==> src/rtl/tcbq_pkg.sv <==
`timescale 1ns/1ps
package tcbq_pkg;

    // Ternary coefficient value after decoding
    typedef enum logic [1:0] {
        TERN_ZERO = 2'd0,
        TERN_POS  = 2'd1,
        TERN_NEG  = 2'd2
    } tern_e;

    // Saturation class of the recursive result
    typedef enum logic [1:0] {
        SAT_NONE = 2'd0,
        SAT_HIGH = 2'd1,
        SAT_LOW  = 2'd2
    } sat_e;

    // Bit 1 = sign, bit 0 = magnitude; a clear magnitude is zero whatever the sign
    function automatic tern_e tern_decode(input logic [1:0] code);
        if (!code[0]) begin
            return TERN_ZERO;
        end else if (code[1]) begin
            return TERN_NEG;
        end
        return TERN_POS;
    endfunction

endpackage

==> src/rtl/tcbq_comb.sv <==
`timescale 1ns/1ps
module tcbq_comb
    import tcbq_pkg::*;
#(
    parameter int SAMPLE_W = 16,
    parameter int DELAY_W  = 5
) (
    input  logic                       clk,
    input  logic                       rst,
    input  logic                       advance,
    input  logic signed [SAMPLE_W-1:0] x,
    input  logic        [DELAY_W-1:0]  delay,
    input  tern_e                      c_t,
    output logic signed [SAMPLE_W:0]   v
);
    localparam int DEPTH = (1 << DELAY_W) - 1;

    logic signed [SAMPLE_W-1:0] tap [DEPTH];
    logic signed [SAMPLE_W-1:0] xd;
    logic signed [SAMPLE_W:0]   x_ext;
    logic signed [SAMPLE_W:0]   xd_ext;

    // Delay line: tap[k] holds the sample k+1 valid steps back
    always_ff @(posedge clk) begin
        if (rst) begin
            for (int k = 0; k < DEPTH; k++) begin
                tap[k] <= '0;
            end
        end else if (advance) begin
            tap[0] <= x;
            for (int k = 1; k < DEPTH; k++) begin
                tap[k] <= tap[k-1];
            end
        end
    end

    always_comb begin
        if (delay == '0) begin
            xd = x;
        end else begin
            xd = tap[delay - 1'b1];
        end
    end

    assign x_ext  = {x[SAMPLE_W-1], x};
    assign xd_ext = {xd[SAMPLE_W-1], xd};

    always_comb begin
        case (c_t)
            TERN_POS: v = x_ext - xd_ext;
            TERN_NEG: v = x_ext + xd_ext;
            default:  v = x_ext;
        endcase
    end
endmodule

==> src/rtl/tcbq_fir.sv <==
`timescale 1ns/1ps
module tcbq_fir
    import tcbq_pkg::*;
#(
    parameter int IN_W  = 17,
    parameter int ACC_W = 20
) (
    input  logic                    clk,
    input  logic                    rst,
    input  logic                    in_valid,
    input  logic signed [IN_W-1:0]  v,
    input  tern_e                   b0_t,
    input  tern_e                   b1_t,
    input  tern_e                   b2_t,
    output logic                    w_valid,
    output logic signed [ACC_W-1:0] w
);
    localparam int EXT_W = ACC_W - IN_W;

    logic signed [IN_W-1:0]  v1;
    logic signed [IN_W-1:0]  v2;
    logic signed [ACC_W-1:0] sum;

    function automatic logic signed [ACC_W-1:0] term(input tern_e t,
                                                     input logic signed [IN_W-1:0] s);
        logic signed [ACC_W-1:0] e;
        e = {{EXT_W{s[IN_W-1]}}, s};
        case (t)
            TERN_POS: return e;
            TERN_NEG: return -e;
            default:  return '0;
        endcase
    endfunction

    assign sum = term(b0_t, v) + term(b1_t, v1) + term(b2_t, v2);

    always_ff @(posedge clk) begin
        if (rst) begin
            w_valid <= 1'b0;
            w       <= '0;
            v1      <= '0;
            v2      <= '0;
        end else begin
            w_valid <= in_valid;
            if (in_valid) begin
                w  <= sum;
                v1 <= v;
                v2 <= v1;
            end
        end
    end
endmodule

==> src/rtl/tcbq_iir.sv <==
`timescale 1ns/1ps
module tcbq_iir
    import tcbq_pkg::*;
#(
    parameter int SAMPLE_W = 16,
    parameter int ACC_W    = 20
) (
    input  logic                       clk,
    input  logic                       rst,
    input  logic                       w_valid,
    input  logic signed [ACC_W-1:0]    w,
    input  tern_e                      a0_t,
    input  tern_e                      a1_t,
    input  tern_e                      a2_t,
    output logic                       out_valid,
    output logic signed [SAMPLE_W-1:0] out_sample,
    output logic signed [ACC_W-1:0]    acc
);
    localparam int EXT_W = ACC_W - SAMPLE_W;
    localparam logic signed [ACC_W-1:0] Y_MAX = ACC_W'((1 << (SAMPLE_W - 1)) - 1);
    localparam logic signed [ACC_W-1:0] Y_MIN = -Y_MAX - 1;

    logic signed [SAMPLE_W-1:0] y2;
    logic signed [ACC_W-1:0]    fb_sum;
    logic signed [SAMPLE_W-1:0] y_next;
    sat_e                       sat_cls;

    function automatic logic signed [ACC_W-1:0] term(input tern_e t,
                                                     input logic signed [SAMPLE_W-1:0] s);
        logic signed [ACC_W-1:0] e;
        e = {{EXT_W{s[SAMPLE_W-1]}}, s};
        case (t)
            TERN_POS: return e;
            TERN_NEG: return -e;
            default:  return '0;
        endcase
    endfunction

    // out_sample doubles as the y[n-1] history register
    assign fb_sum = w + term(a1_t, out_sample) + term(a2_t, y2);
    // a0 of zero is taken as +1, so only a negative a0 flips the sign
    assign acc    = (a0_t == TERN_NEG) ? -fb_sum : fb_sum;

    always_comb begin
        if (acc > Y_MAX) begin
            sat_cls = SAT_HIGH;
        end else if (acc < Y_MIN) begin
            sat_cls = SAT_LOW;
        end else begin
            sat_cls = SAT_NONE;
        end
    end

    always_comb begin
        case (sat_cls)
            SAT_HIGH: y_next = Y_MAX[SAMPLE_W-1:0];
            SAT_LOW:  y_next = Y_MIN[SAMPLE_W-1:0];
            default:  y_next = acc[SAMPLE_W-1:0];
        endcase
    end

    always_ff @(posedge clk) begin
        if (rst) begin
            out_valid  <= 1'b0;
            out_sample <= '0;
            y2         <= '0;
        end else begin
            out_valid <= w_valid;
            if (w_valid) begin
                out_sample <= y_next;
                y2         <= out_sample;
            end
        end
    end
endmodule

==> src/rtl/tern_cbq_filter.sv <==
`timescale 1ns/1ps
module tern_cbq_filter
    import tcbq_pkg::*;
#(
    parameter int SAMPLE_W = 16,
    parameter int ACC_W    = 20,
    parameter int DELAY_W  = 5
) (
    input  logic                clk,
    input  logic                rst,
    input  logic                in_valid,
    input  logic [SAMPLE_W-1:0] in_sample,
    input  logic [DELAY_W-1:0]  comb_delay,
    input  logic [1:0]          c_code,
    input  logic [1:0]          b0_code,
    input  logic [1:0]          b1_code,
    input  logic [1:0]          b2_code,
    input  logic [1:0]          a0_code,
    input  logic [1:0]          a1_code,
    input  logic [1:0]          a2_code,
    output logic                out_valid,
    output logic [SAMPLE_W-1:0] out_sample
);
    localparam int V_W = SAMPLE_W + 1;

    tern_e                      c_t, b0_t, b1_t, b2_t, a0_t, a1_t, a2_t;
    logic signed [V_W-1:0]      comb_v;
    logic                       w_valid;
    logic signed [ACC_W-1:0]    w;
    logic signed [ACC_W-1:0]    iir_acc;
    logic signed [SAMPLE_W-1:0] y_s;

    assign c_t  = tern_decode(c_code);
    assign b0_t = tern_decode(b0_code);
    assign b1_t = tern_decode(b1_code);
    assign b2_t = tern_decode(b2_code);
    assign a0_t = tern_decode(a0_code);
    assign a1_t = tern_decode(a1_code);
    assign a2_t = tern_decode(a2_code);

    tcbq_comb #(.SAMPLE_W(SAMPLE_W), .DELAY_W(DELAY_W)) i_comb (
        .clk     (clk),
        .rst     (rst),
        .advance (in_valid),
        .x       ($signed(in_sample)),
        .delay   (comb_delay),
        .c_t     (c_t),
        .v       (comb_v)
    );

    tcbq_fir #(.IN_W(V_W), .ACC_W(ACC_W)) i_fir (
        .clk      (clk),
        .rst      (rst),
        .in_valid (in_valid),
        .v        (comb_v),
        .b0_t     (b0_t),
        .b1_t     (b1_t),
        .b2_t     (b2_t),
        .w_valid  (w_valid),
        .w        (w)
    );

    tcbq_iir #(.SAMPLE_W(SAMPLE_W), .ACC_W(ACC_W)) i_iir (
        .clk        (clk),
        .rst        (rst),
        .w_valid    (w_valid),
        .w          (w),
        .a0_t       (a0_t),
        .a1_t       (a1_t),
        .a2_t       (a2_t),
        .out_valid  (out_valid),
        .out_sample (y_s),
        .acc        (iir_acc)
    );

    assign out_sample = y_s;
endmodule

==> config.mk <==
export PLATFORM = sky130hd
export DESIGN_NAME = tern_cbq_filter
export DESIGN_NICKNAME = d
export VERILOG_FILES = /design/src/rtl/tcbq_pkg.sv /design/src/rtl/tcbq_comb.sv /design/src/rtl/tcbq_fir.sv /design/src/rtl/tcbq_iir.sv /design/src/rtl/tern_cbq_filter.sv
export SDC_FILE = /design/constraint.sdc
export NUM_CORES = 1
export LEC_CHECK = 0
export ABC_AREA = 1
export BUFFER_PORTS_ARGS = -buffer_cell sky130_fd_sc_hd__buf_4
export CAP_MARGIN = 20
export CORE_ASPECT_RATIO = 1.25
export CORE_MARGIN = 4
export CORE_UTILIZATION = 42
export DETAILED_ROUTE_END_ITERATION = 7
export PLACE_DENSITY_LB_ADDON = 0.2
export SETUP_SLACK_MARGIN = 0.3
export SLEW_MARGIN = 15
export SYNTH_ARGS = -nofsm -noshare
export SYNTH_HDL_FRONTEND = slang
export SYNTH_SLANG_ARGS = --single-unit
==> constraint.sdc <==
create_clock -name clk -period 20.2 [get_ports clk]
set_input_delay 6.06 -clock clk [delete_from_list [all_inputs] [get_ports clk]]
set_output_delay 6.06 -clock clk [all_outputs]
set_load 0.01 [all_outputs]
==> reports/metrics.yaml <==
outcome: "finished, final reports clean"
hold_viol_final: 0
power_w: 0.00344
post_cts_buffers: 0
clkSlewWorstSetupHoldPaths_ns: 0.07
unrepaired_setup_endpoints_after_global_routing: "no"
reg2regPathDepth: 43
maxSlewViolCount: 0
finalSetupTns_ns: 0
synth_cell_area_um2: 33500
core.rowCount: 115
timing.final.ws_setup_ns: 5.94
worst-path-max-fanout: 98
netlist.area_leader.share_pct: 44.5
synth-edff-count: 496
die_area_um2: 84400
area_used_by_multi_input_combinational_logic_um2: 13200
gpl.final_weighted_congestion: 0.912
yosysTopAreaCell: "edfxtp_1"
antenna_violations_before_repair: 0
regToRegEndpoint: "i_fir.w[19]$_SDFFE_PP0P_"
fillerInstances: 8082
startpoint_type: "primary input"
layout-drive-gt1-share_pct: 4.95
fin_hold_ws_ns: 0.477
worst-endpoint-arrival_ns: 14.77
synth.top_cells.by_count: "nand2_1, inv_1, nor2_1, edfxtp_1, nand3_1"
power.density_cell_area_nw_per_um2: 94.2
portBuffers: 54
wl_per_cell_um: 16.1
dominantRegCellSynth: "edfxtp_1"
period_share_pct: 70.6
largest_net_degree_at_the_start_of_global_routing: 217
floorplan.initialDensity_pct: 42.5
postSynthAreaPerCell_um2: 8.01
seq_area_um2: 16700
synth.ff_latch_count: 584
hold_path.class: "reg -> reg"
setup.worst_path.end_class: "register"
top_usage_layer: "met2"
ff2ff_setup_slack_ns: 13.35
die_width_um: 261
async_flop_share_pct: 0
postLayoutCoreUtil_pct: 46.3
hold_path_startpoint: "i_fir.w[19]$_SDFFE_PP0P_"
final.min_clock_period_ns: 14.26
grtUsageMet3_pct: 2.37
timing.critical_path.slowest_cell_delay_ns: 0.80
hold_critical_path_depth: 2
global_route_wire_length_before_repair_mm: 136
crit-reg2reg-launch: "i_comb.tap[16][2]$_SDFFCE_PN0P_"
maxClockFrequency_mhz: 70.1
yosysWarningCount: 0
place_worst_setup_slack_ns: 5.30
number_of_standard_cells_after_synthesis: 4181
clk_path_buf_depth: 3
synth-seq-area-share_pct: 49.7
timing.hold.worst_endpoint: "i_fir.w[19]$_SDFFE_PP0P_"
irDropWorstVdd_mv: 0.0735
antenna-diode-count: 0
cts_max_level: 2
p_leak_nw: 16.2
final_net_count: 4274
setup_viol: 0
worst-slew-pin-transition_ns: 1.05
globalRouteMet2Util_pct: 32.9
io_pins: 55
area_of_the_core_um2: 78900
via_per_inst: 5.06
place.detailed.hpwl_mm: 54.3
grt_pass1_vias: 25300
postCtsHoldBufs: 0
cts_buffer_count: 59
drt_pass1_iterations: 6
grt_util_all_layers_pct: 19.9
clock_sinks: 584
timing.clock.skew_ns: 0.0591
dr.first_iter.drc_count: 1966
max_cap_violation_count: 0
clock_tree.root_cell: "clkbuf_16"
critical_path_slowest_stage_cell: "ha_4"
crit_type: "in -> reg"
ctsResizeCount: 0
post-synth-top-count-cell: "nand2_1"
cp.required_ns: 20.71
ys_types: 57
slew-limit-headroom_pct: 29.8
flow.area_growth_from_synthesis_pct: 8.99
vias: 26500
clkLatencyLatePin_ns: 0.67
drt.antenna.violating_nets: 0
clock_tree_from_tritoncts: "built"
syn_nets: 4321
global_route.usage.met1_pct: 27.9
synthTopCellsByArea: "edfxtp_1, nand2_1, inv_1"
finalWirelength_mm: 84.3
remaining_drc_errors: 0
final_global_route_overflow_total: 0
die_y_um: 324
==> power breakdown <==
group	internal [W]	leakage [nW]	switching [W]	total, W
sequential	0.00141	6.20	0.0000478	0.00145
clock	0.000581	0.905	0.000487	0.00107
combinational	0.000293	9.11	0.000625	0.000918
==> final cells by class <==
cell class                      instances  share of cell area, %
Clock inverter                         36                  0.792
Timing Repair Buffer                   84                   1.79
Inverter                              764                   7.90
Tap cell                             1053                   3.61
Clock buffer                           74                   4.23
Sequential cell                       584                   45.6
Multi-Input combinational cell       2641                   36.1
==> cell families after synthesis <==
logic type	synth area share, %
DFF	49.7
and+or+nand+nor	24.4
xor gates and xnor gates	1.37
AOI/OAI and AO/OA	8.68
buffers and inverters	11.1
adders and majority gates	4.73
==> stage by stage <==
stage | cell area, um2 | cells
2_1_floorplan | 33500 | 4181
3_3_place_gp | 34700 | 5126
3_5_place_dp | 34700 | 5126
4_1_cts | 36500 | 5236
5_1_grt | 36500 | 5236
6_report | 36500 | 5236
==> layer usage <==
layer | vias up | routed length (um)
li1 | 13300 | -
met1 | 12500 | 38700
met2 | 557 | 39600
met3 | 115 | 3940
met4 | 0 | 2080
met5 | - | 0
==> registers in the layout (all words and copies together) (netlist names) <==
name and flops:
i_iir.out_valid 1, i_comb.tap 496, i_fir.w 20, i_fir.v1 17
i_iir.y2 16, i_fir.w_valid 1, i_fir.v2 17, i_iir.out_sample 16
==> critical path, delay by kind of cell <==
family                     cells  cell delay (ns)
buffers and inverters          7             1.73
AOI/OAI and AO/OA             14             2.52
and+or+nand+nor               15             1.86
adders and majority gates      5             2.50
==> layout by cell type (no fill, tap or decap), drive strengths merged, types with 4 or more instances in the layout <==
| cell | instances |
|---|---|
| a21o | 4 |
| a21oi | 178 |
| a31oi | 8 |
| buf | 84 |
| clkbuf | 74 |
| clkinv | 36 |
| dfxtp | 88 |
| edfxtp | 496 |
| fa | 41 |
| ha | 61 |
| inv | 760 |
| nand2 | 800 |
| nand3 | 418 |
| nand3b | 7 |
| nand4 | 19 |
| nor2 | 665 |
| nor3 | 49 |
| nor3b | 4 |
| o211ai | 53 |
| o21ai | 207 |
| o22ai | 33 |
| o31ai | 8 |
| or2 | 6 |
| xnor2 | 15 |
| xor2 | 35 |
==> worst max-delay path by stage <==
stage / start / end
floorplan: rst / i_comb.tap[0][0]$_SDFFCE_PN0P_
global placement: comb_delay[0] / i_fir.w[18]$_SDFFE_PP0P_
detailed placement: comb_delay[0] / i_fir.w[19]$_SDFFE_PP0P_
CTS: comb_delay[0] / i_fir.w[19]$_SDFFE_PP0P_
global route: comb_delay[0] / i_fir.w[16]$_SDFFE_PP0P_
finish: comb_delay[0] / i_fir.w[16]$_SDFFE_PP0P_
Note: power is estimated with default switching activity, not from simulation.
